## config.mk

```make
export PLATFORM = sky130hd
export DESIGN_NAME = spi_regslave
export DESIGN_NICKNAME = d
export VERILOG_FILES = /design/src/rtl/spi_rs_pkg.sv /design/src/rtl/spi_rs_front.sv /design/src/rtl/spi_rs_burst.sv /design/src/rtl/spi_rs_regs.sv /design/src/rtl/spi_regslave.sv
export SDC_FILE = /design/constraint.sdc
export NUM_CORES = 1
export LEC_CHECK = 0
export ABC_AREA = 1
export BUFFER_PORTS_ARGS = -buffer_cell sky130_fd_sc_hd__buf_4
export CORE_AREA = 5 5 269 271
export DETAILED_ROUTE_END_ITERATION = 12
export DIE_AREA = 0 0 274 276
export SLEW_MARGIN = 15
export SYNTH_ARGS = -nofsm -noshare
export SYNTH_HDL_FRONTEND = slang
export SYNTH_SLANG_ARGS = --single-unit
```

## constraint.sdc

```tcl
create_clock -name clk -period 5.95 [get_ports clk]
set_input_delay 1.785 -clock clk [delete_from_list [all_inputs] [get_ports clk]]
set_output_delay 1.785 -clock clk [all_outputs]
set_load 0.02 [all_outputs]
```

## src/rtl/spi_rs_pkg.sv

```systemverilog
package spi_rs_pkg;
  localparam int FRAME_W = 16;
  localparam int ADDR_W  = 7;
  localparam int WORD_W  = ADDR_W - 1;
  localparam int CNT_W   = $clog2(FRAME_W);

  typedef struct packed {
    logic              wr;
    logic [ADDR_W-1:0] addr;
    logic [7:0]        data;
  } frame_t;
endpackage

```

## src/rtl/spi_rs_front.sv

```systemverilog
module spi_rs_front
  import spi_rs_pkg::*;
(
  input  logic               clk,
  input  logic               rst_n,
  input  logic               spi_sclk,
  input  logic               spi_cs_n,
  input  logic               spi_mosi,
  input  logic [FRAME_W-1:0] tx_word,
  output logic               spi_miso,
  output logic               spi_miso_en,
  output logic               cs_active,
  output logic               frame_done,
  output frame_t             frame_q,
  output logic [CNT_W-1:0]   bit_cnt
);
  localparam logic [CNT_W-1:0] LAST_BIT = CNT_W'(FRAME_W - 1);

  logic [2:0]         sclk_s;
  logic [1:0]         cs_s;
  logic [1:0]         mosi_s;
  logic               rise, fall;
  logic               shift_pend;
  logic [FRAME_W-2:0] rx_sh;
  logic [FRAME_W-1:0] tx_sh;

  // two-stage synchronizers, plus one stage on SCLK for edge detection
  always_ff @(posedge clk or negedge rst_n) begin
    if (!rst_n) begin
      sclk_s <= 3'b111;
      cs_s   <= 2'b11;
      mosi_s <= 2'b00;
    end else begin
      sclk_s <= {sclk_s[1:0], spi_sclk};
      cs_s   <= {cs_s[0], spi_cs_n};
      mosi_s <= {mosi_s[0], spi_mosi};
    end
  end

  assign cs_active   = ~cs_s[1];
  assign rise        = sclk_s[1] & ~sclk_s[2];
  assign fall        = ~sclk_s[1] & sclk_s[2];
  assign spi_miso    = tx_sh[FRAME_W-1];
  assign spi_miso_en = cs_active;

  // receive side: bit counter, shift-in, frame completion
  always_ff @(posedge clk or negedge rst_n) begin
    if (!rst_n) begin
      bit_cnt    <= '0;
      shift_pend <= 1'b0;
      rx_sh      <= '0;
      frame_done <= 1'b0;
      frame_q    <= '0;
    end else begin
      frame_done <= 1'b0;
      if (!cs_active) begin
        bit_cnt    <= '0;
        shift_pend <= 1'b0;
        rx_sh      <= '0;
      end else if (rise) begin
        rx_sh <= {rx_sh[FRAME_W-3:0], mosi_s[1]};
        if (bit_cnt == LAST_BIT) begin
          bit_cnt    <= '0;
          shift_pend <= 1'b0;
          frame_done <= 1'b1;
          frame_q    <= {rx_sh, mosi_s[1]};
        end else begin
          bit_cnt    <= bit_cnt + 1'b1;
          shift_pend <= 1'b1;
        end
      end else if (fall) begin
        shift_pend <= 1'b0;
      end
    end
  end

  // transmit side: load the return word at frame end, shift on falling edges
  always_ff @(posedge clk or negedge rst_n) begin
    if (!rst_n) begin
      tx_sh <= '0;
    end else if (frame_done) begin
      tx_sh <= tx_word;
    end else if (!cs_active && bit_cnt != '0) begin
      tx_sh <= '0;
    end else if (cs_active && fall && shift_pend) begin
      tx_sh <= {tx_sh[FRAME_W-2:0], 1'b0};
    end
  end
endmodule

```

## src/rtl/spi_rs_burst.sv

```systemverilog
module spi_rs_burst #(
  parameter int NUM_OUT = 7,
  localparam int IDX_W  = $clog2(NUM_OUT)
) (
  input  logic             clk,
  input  logic             rst_n,
  input  logic             cs_active,
  input  logic             frame_done,
  input  logic             start_req,
  output logic             burst_active,
  output logic [IDX_W-1:0] burst_idx,
  output logic             load_vld,
  output logic [IDX_W-1:0] load_idx
);
  localparam logic [IDX_W-1:0] LAST = IDX_W'(NUM_OUT - 1);

  always_comb begin
    load_vld = frame_done && ((burst_active && burst_idx != LAST) ||
                              (!burst_active && start_req));
    load_idx = burst_active ? burst_idx + IDX_W'(1) : '0;
  end

  always_ff @(posedge clk or negedge rst_n) begin
    if (!rst_n) begin
      burst_active <= 1'b0;
      burst_idx    <= '0;
    end else if (!cs_active) begin
      burst_active <= 1'b0;
      burst_idx    <= '0;
    end else if (frame_done) begin
      if (burst_active) begin
        if (burst_idx == LAST) begin
          burst_active <= 1'b0;
          burst_idx    <= '0;
        end else begin
          burst_idx <= burst_idx + IDX_W'(1);
        end
      end else if (start_req) begin
        burst_active <= 1'b1;
        burst_idx    <= '0;
      end
    end
  end
endmodule

```

## src/rtl/spi_rs_regs.sv

```systemverilog
module spi_rs_regs
  import spi_rs_pkg::*;
#(
  parameter int                NUM_OUT     = 7,
  parameter int                SMP_W       = 14,
  parameter int                OUT_BASE    = 2,
  parameter int                NUM_CTRL    = 16,
  parameter int                CTRL_BASE   = 13,
  parameter int                STATUS_WORD = 30,
  parameter int                ID_WORD     = 43,
  parameter logic [ADDR_W-1:0] BURST_ADDR  = 7'h3E,
  parameter logic [FRAME_W-1:0] ID_VALUE   = 16'h5A3C,
  localparam int IDX_W  = $clog2(NUM_OUT),
  localparam int CIDX_W = $clog2(NUM_CTRL)
) (
  input  logic                        clk,
  input  logic                        rst_n,
  input  logic                        cs_active,
  input  logic                        frame_done,
  input  frame_t                      frame_q,
  input  logic [FRAME_W-1:0]          err_flags,
  input  logic                        sample_valid,
  input  logic [NUM_OUT*SMP_W-1:0]    sample_data,
  output logic                        sample_ready,
  output logic [FRAME_W-1:0]          tx_word,
  output logic [NUM_CTRL*FRAME_W-1:0] ctrl_q,
  output logic [NUM_OUT-1:0]          nd_q,
  output logic                        burst_active,
  output logic [IDX_W-1:0]            burst_idx
);
  localparam logic [WORD_W-1:0] OUT_LO = WORD_W'(OUT_BASE);
  localparam logic [WORD_W-1:0] OUT_HI = WORD_W'(OUT_BASE + NUM_OUT);
  localparam logic [WORD_W-1:0] CTL_LO = WORD_W'(CTRL_BASE);
  localparam logic [WORD_W-1:0] CTL_HI = WORD_W'(CTRL_BASE + NUM_CTRL);
  localparam logic [WORD_W-1:0] ST_WD  = WORD_W'(STATUS_WORD);
  localparam logic [WORD_W-1:0] ID_WD  = WORD_W'(ID_WORD);

  logic [WORD_W-1:0]  word;
  logic               err_any, start_req, rd_vld, wr_vld, accept;
  logic               out_hit, ctl_hit, load_vld;
  logic [IDX_W-1:0]   out_k, load_idx;
  logic [CIDX_W-1:0]  ctl_k;
  logic [FRAME_W-1:0] rd_mux;
  logic [FRAME_W-1:0] out_word [NUM_OUT];
  logic [FRAME_W-1:0] ctrl_w   [NUM_CTRL];

  assign word      = frame_q.addr[ADDR_W-1:1];
  assign err_any   = |err_flags;
  assign start_req = !frame_q.wr && frame_q.addr == BURST_ADDR;
  assign rd_vld    = frame_done && !burst_active && !frame_q.wr && !start_req;
  assign wr_vld    = frame_done && !burst_active && frame_q.wr;
  assign out_hit   = word >= OUT_LO && word < OUT_HI;
  assign ctl_hit   = word >= CTL_LO && word < CTL_HI;
  assign out_k     = IDX_W'(word - OUT_LO);
  assign ctl_k     = CIDX_W'(word - CTL_LO);
  assign sample_ready = !burst_active;
  assign accept    = sample_valid && sample_ready;

  spi_rs_burst #(.NUM_OUT(NUM_OUT)) u_burst (
    .clk         (clk),
    .rst_n       (rst_n),
    .cs_active   (cs_active),
    .frame_done  (frame_done),
    .start_req   (start_req),
    .burst_active(burst_active),
    .burst_idx   (burst_idx),
    .load_vld    (load_vld),
    .load_idx    (load_idx)
  );

  // output sample words with new-data flags
  for (genvar k = 0; k < NUM_OUT; k++) begin : g_out
    logic             nd_r, nd_clr;
    logic [SMP_W-1:0] data_r;
    assign nd_clr = (load_vld && load_idx == IDX_W'(k)) ||
                    (rd_vld && out_hit && out_k == IDX_W'(k));
    always_ff @(posedge clk or negedge rst_n) begin
      if (!rst_n) begin
        nd_r   <= 1'b0;
        data_r <= '0;
      end else if (accept) begin
        nd_r   <= 1'b1;
        data_r <= sample_data[k*SMP_W +: SMP_W];
      end else if (nd_clr) begin
        nd_r <= 1'b0;
      end
    end
    assign nd_q[k]     = nd_r;
    assign out_word[k] = {nd_r, err_any, data_r};
  end

  // control words, written one byte per frame
  for (genvar k = 0; k < NUM_CTRL; k++) begin : g_ctl
    logic [FRAME_W-1:0] r;
    always_ff @(posedge clk or negedge rst_n) begin
      if (!rst_n) begin
        r <= '0;
      end else if (wr_vld && ctl_hit && ctl_k == CIDX_W'(k)) begin
        if (frame_q.addr[0]) r[15:8] <= frame_q.data;
        else                 r[7:0]  <= frame_q.data;
      end
    end
    assign ctrl_w[k]                   = r;
    assign ctrl_q[k*FRAME_W +: FRAME_W] = r;
  end

  always_comb begin
    rd_mux = '0;
    if (out_hit)            rd_mux = out_word[out_k];
    else if (ctl_hit)       rd_mux = ctrl_w[ctl_k];
    else if (word == ST_WD) rd_mux = err_flags;
    else if (word == ID_WD) rd_mux = ID_VALUE;
  end

  always_comb begin
    if (load_vld)    tx_word = out_word[load_idx];
    else if (rd_vld) tx_word = rd_mux;
    else             tx_word = '0;
  end
endmodule

```

## src/rtl/spi_regslave.sv

```systemverilog
module spi_regslave
  import spi_rs_pkg::*;
#(
  parameter int NUM_OUT  = 7,
  parameter int SMP_W    = 14,
  parameter int NUM_CTRL = 16,
  parameter logic [FRAME_W-1:0] ID_VALUE = 16'h5A3C
) (
  input  logic                        clk,
  input  logic                        rst_n,
  input  logic                        spi_sclk,
  input  logic                        spi_cs_n,
  input  logic                        spi_mosi,
  output logic                        spi_miso,
  output logic                        spi_miso_en,
  input  logic                        sample_valid,
  output logic                        sample_ready,
  input  logic [NUM_OUT*SMP_W-1:0]    sample_data,
  input  logic [FRAME_W-1:0]          err_flags,
  output logic [NUM_CTRL*FRAME_W-1:0] ctrl_q
);
  localparam int IDX_W = $clog2(NUM_OUT);

  logic               cs_active, frame_done, burst_active;
  frame_t             frame_q;
  logic [CNT_W-1:0]   bit_cnt;
  logic [FRAME_W-1:0] tx_word;
  logic [NUM_OUT-1:0] nd_q;
  logic [IDX_W-1:0]   burst_idx;

  spi_rs_front u_front (
    .clk        (clk),
    .rst_n      (rst_n),
    .spi_sclk   (spi_sclk),
    .spi_cs_n   (spi_cs_n),
    .spi_mosi   (spi_mosi),
    .tx_word    (tx_word),
    .spi_miso   (spi_miso),
    .spi_miso_en(spi_miso_en),
    .cs_active  (cs_active),
    .frame_done (frame_done),
    .frame_q    (frame_q),
    .bit_cnt    (bit_cnt)
  );

  spi_rs_regs #(
    .NUM_OUT (NUM_OUT),
    .SMP_W   (SMP_W),
    .NUM_CTRL(NUM_CTRL),
    .ID_VALUE(ID_VALUE)
  ) u_regs (
    .clk         (clk),
    .rst_n       (rst_n),
    .cs_active   (cs_active),
    .frame_done  (frame_done),
    .frame_q     (frame_q),
    .err_flags   (err_flags),
    .sample_valid(sample_valid),
    .sample_data (sample_data),
    .sample_ready(sample_ready),
    .tx_word     (tx_word),
    .ctrl_q      (ctrl_q),
    .nd_q        (nd_q),
    .burst_active(burst_active),
    .burst_idx   (burst_idx)
  );
endmodule

```

==> qor.csv <==
metric,value,unit
die_h,276,um
overflow,0,
maxSlewHeadroom,28.7,%
finalCritPeriodShare,76.8,%
detail-route-antenna-nets,0,
fin_nets,3027,
seq_area_frac_synth,51.5,%
cp_cell_sequence,inv_6 -> ha_1 -> inv_1 -> nand3_1 -> nand3_1 -> inv_1 -> a31oi_1 -> o21ai_0 -> nand2_1 -> nand2_1 -> nand2_1 -> nand2_1,
drc_errors,0,
core_area,69500,um^2
setup_ws,1.38,ns
stdcell_count,3871,
whs,0.349,ns
design_power_total,6.52,mW
endpoint_kind,flop,
tightest_slew,1.07,ns
fmax,0.219,GHz
fin_crit,4.57,ns
post-cts-setup-buffers,0,
synth_top_cells_by_count,"nand2_1 (846), dfrtp_1 (420), o21ai_0 (366), nand3_1 (230)",
cts.htree.levels,2,
avgViaCountPerCell,5.07,
ys_seq_elements,425,
slowest_delay,0.83,ns
drive_above_1_share,19.4,%
io_buffers,378,
ys_warn_count,0,
synth_edf_count,0,
maxCapViolations,0,
design_area,25900,um^2
grt_usage,21.9,%
num_antenna_cells,0,
finalSetupViolations,0,
synth_top_area_share,50.9,%
syn_area,20700,um^2
synthCells,2609,
p_per_area,252,nW/um^2
syn-num-nets,2742,
path_class,reg -> reg,
numCtsBuffers,47,
gp_congestion,0.927,
detail_route.iter0.violations,1907,
clk_path_buf_depth,3,
hp-class,reg -> reg,
ys.flop_type,dfrtp_1,
fin_tns_setup,0,ns
cts-resized-gates,0,
cpMaxStageDelayCell,inv_1,
arrival,5.10,ns
grt_pass1_vias,18700,
synth_area_per_cell,7.92,um^2
worstSkewPairLatency,0.61,ns
final_core_util,37.3,%
die_w,274,um
hold_viol_final,0,
drt-total-wl,86.2,mm
fin_skew,0.0230,ns
io-pin-count,379,
async_flop_share,100,%
placed_area,24300,um^2
area_delta_synth_final,25.4,%
yosysUniqueCellTypes,36,
grt_max_degree,115,
pre_cts_ws,1.37,ns
cts_root_buf,clkbuf_16,
status,"finished, final reports clean",
critPathLaunchType,flop,
dp.cells,3785,
clkSinkCount,425,
wl_per_cell,22.3,um
cts_tree,yes,
yosysTopAreaCell,dfrtp_1,
die_area,75600,um^2
antenna_found_initial,1,
hold_buffers,0,
clk_pin_slew_worst_paths,0.06,ns
max-vdd-ir-drop,0.159,mV
dpl.hpwl,61.4,mm
fillerInstances,7247,
rsz0062_at_grt,no,
drv_slew,0,
worstPathRequired,6.48,ns
start_util,29.7,%
crit_top_cell,nand2_1,
drtPass1Iterations,6,
yosysMostFrequentCell,nand2_1,
crit_fanout,102,
grt_pass1_wl,127,mm
vias,19600,
synth_area_leaders,"dfrtp_1 (51%), nand2_1 (15%), o21ai_0 (8.9%), nand3_1 (5.6%), mux2_2 (3.3%)",
power.leakage,12.0,nW
num_rows,97,
[layout make-up]
type / count / area, um^2 / share of cell area [%]
flip-flops and latches: 425 / 10600 / 41.1
repair buffers: 409 / 3100 / 12.0
clock buffers: 69 / 1380 / 5.32
well taps: 940 / 1180 / 4.54
inverters: 148 / 561 / 2.16
clock inverters: 17 / 234 / 0.903
multi-input cells: 1863 / 8810 / 34.0
[critical path: cells and delay by family (launching register included)]
family	cells	cell delay, ns
buffers and inverters	3	1.79
DFF	1	0.74
adders and majority gates	1	0.74
and+or+nand+nor	6	0.73
AOI/OAI and AO/OA	2	0.46
[cells by family (layout without fill, tap and decap cells)]
family | Yosys count | in the layout | synth area share (%)
compound gates | 533 | 533 | 13.5
xor+xnor | 1 | 1 | 0.0424
fa+ha+maj | 13 | 13 | 0.788
buf+inv | 321 | 643 | 5.92
flops | 425 | 425 | 51.5
mux | 60 | 60 | 3.27
simple gates | 1256 | 1256 | 24.9
[metal layers]
layer	global-route usage, %	up-vias	share of wire, %
met5	0	-	0.014
met3	4.73	129	7.2
met1	29.4	9590	42
li1	-	9178	-
met2	35.5	722	47
met4	7.06	2	3.5
[cell usage in the layout (no fill, tap or decap), types with 10 or more instances in the layout]
cell type / n
o21ai_0: 366
buf_4: 406
nand2_1: 845
dfrtp_1: 419
clkbuf_1: 10
ha_1: 12
nor2_1: 125
o22ai_1: 23
clkbuf_8: 12
mux2_2: 60
a31oi_1: 10
clkbuf_16: 47
nand4_1: 37
inv_1: 142
nand3_1: 230
a21oi_1: 104
[worst paths after layout]
check                                                from                               end  depth (start not counted)  slack, ns
max                        u_front.frame_q[9]$_DFFE_PN0P_      u_front.tx_sh[0]$_DFFE_PN0P_                         12       1.38
min                           u_front.mosi_s[0]$_DFF_PN0_       u_front.mosi_s[1]$_DFF_PN0_                          0       0.35
max reg2reg                u_front.frame_q[9]$_DFFE_PN0P_      u_front.tx_sh[0]$_DFFE_PN0P_                         12       1.38
min reg2reg                   u_front.mosi_s[0]$_DFF_PN0_       u_front.mosi_s[1]$_DFF_PN0_                          0       0.35
max in group asynchronous                           rst_n    u_front.frame_q[9]$_DFFE_PN0P_                          2       3.61
min in group asynchronous                           rst_n  u_regs.g_ctl[0].r[6]$_DFFE_PN0P_                          1       1.27
[power breakdown]
part / leakage, nW / switching (mW) / internal [mW]
Clock: 0.784 / 1.30 / 1.79
Sequential: 5.61 / 0.0719 / 2.99
Combinational: 5.62 / 0.208 / 0.160
[registers in the layout, summed over array words and instances, names as in the netlist]
| signal | flops |
|---|---|
| u_regs.u_burst.burst_idx | 3 |
| u_regs.u_burst.burst_active | 1 |
| u_front.frame_done | 1 |
| u_front.frame_q | 16 |
| u_front.sclk_s | 3 |
| u_regs.g_out.nd_r | 7 |
| u_front.bit_cnt | 4 |
| u_front.cs_s | 2 |
| u_front.mosi_s | 2 |
| u_front.rx_sh | 15 |
| u_regs.g_out.data_r | 98 |
| u_front.tx_sh | 16 |
| u_front.shift_pend | 1 |
| u_regs.g_ctl.r | 256 |
(Power assumes the default switching activity.)
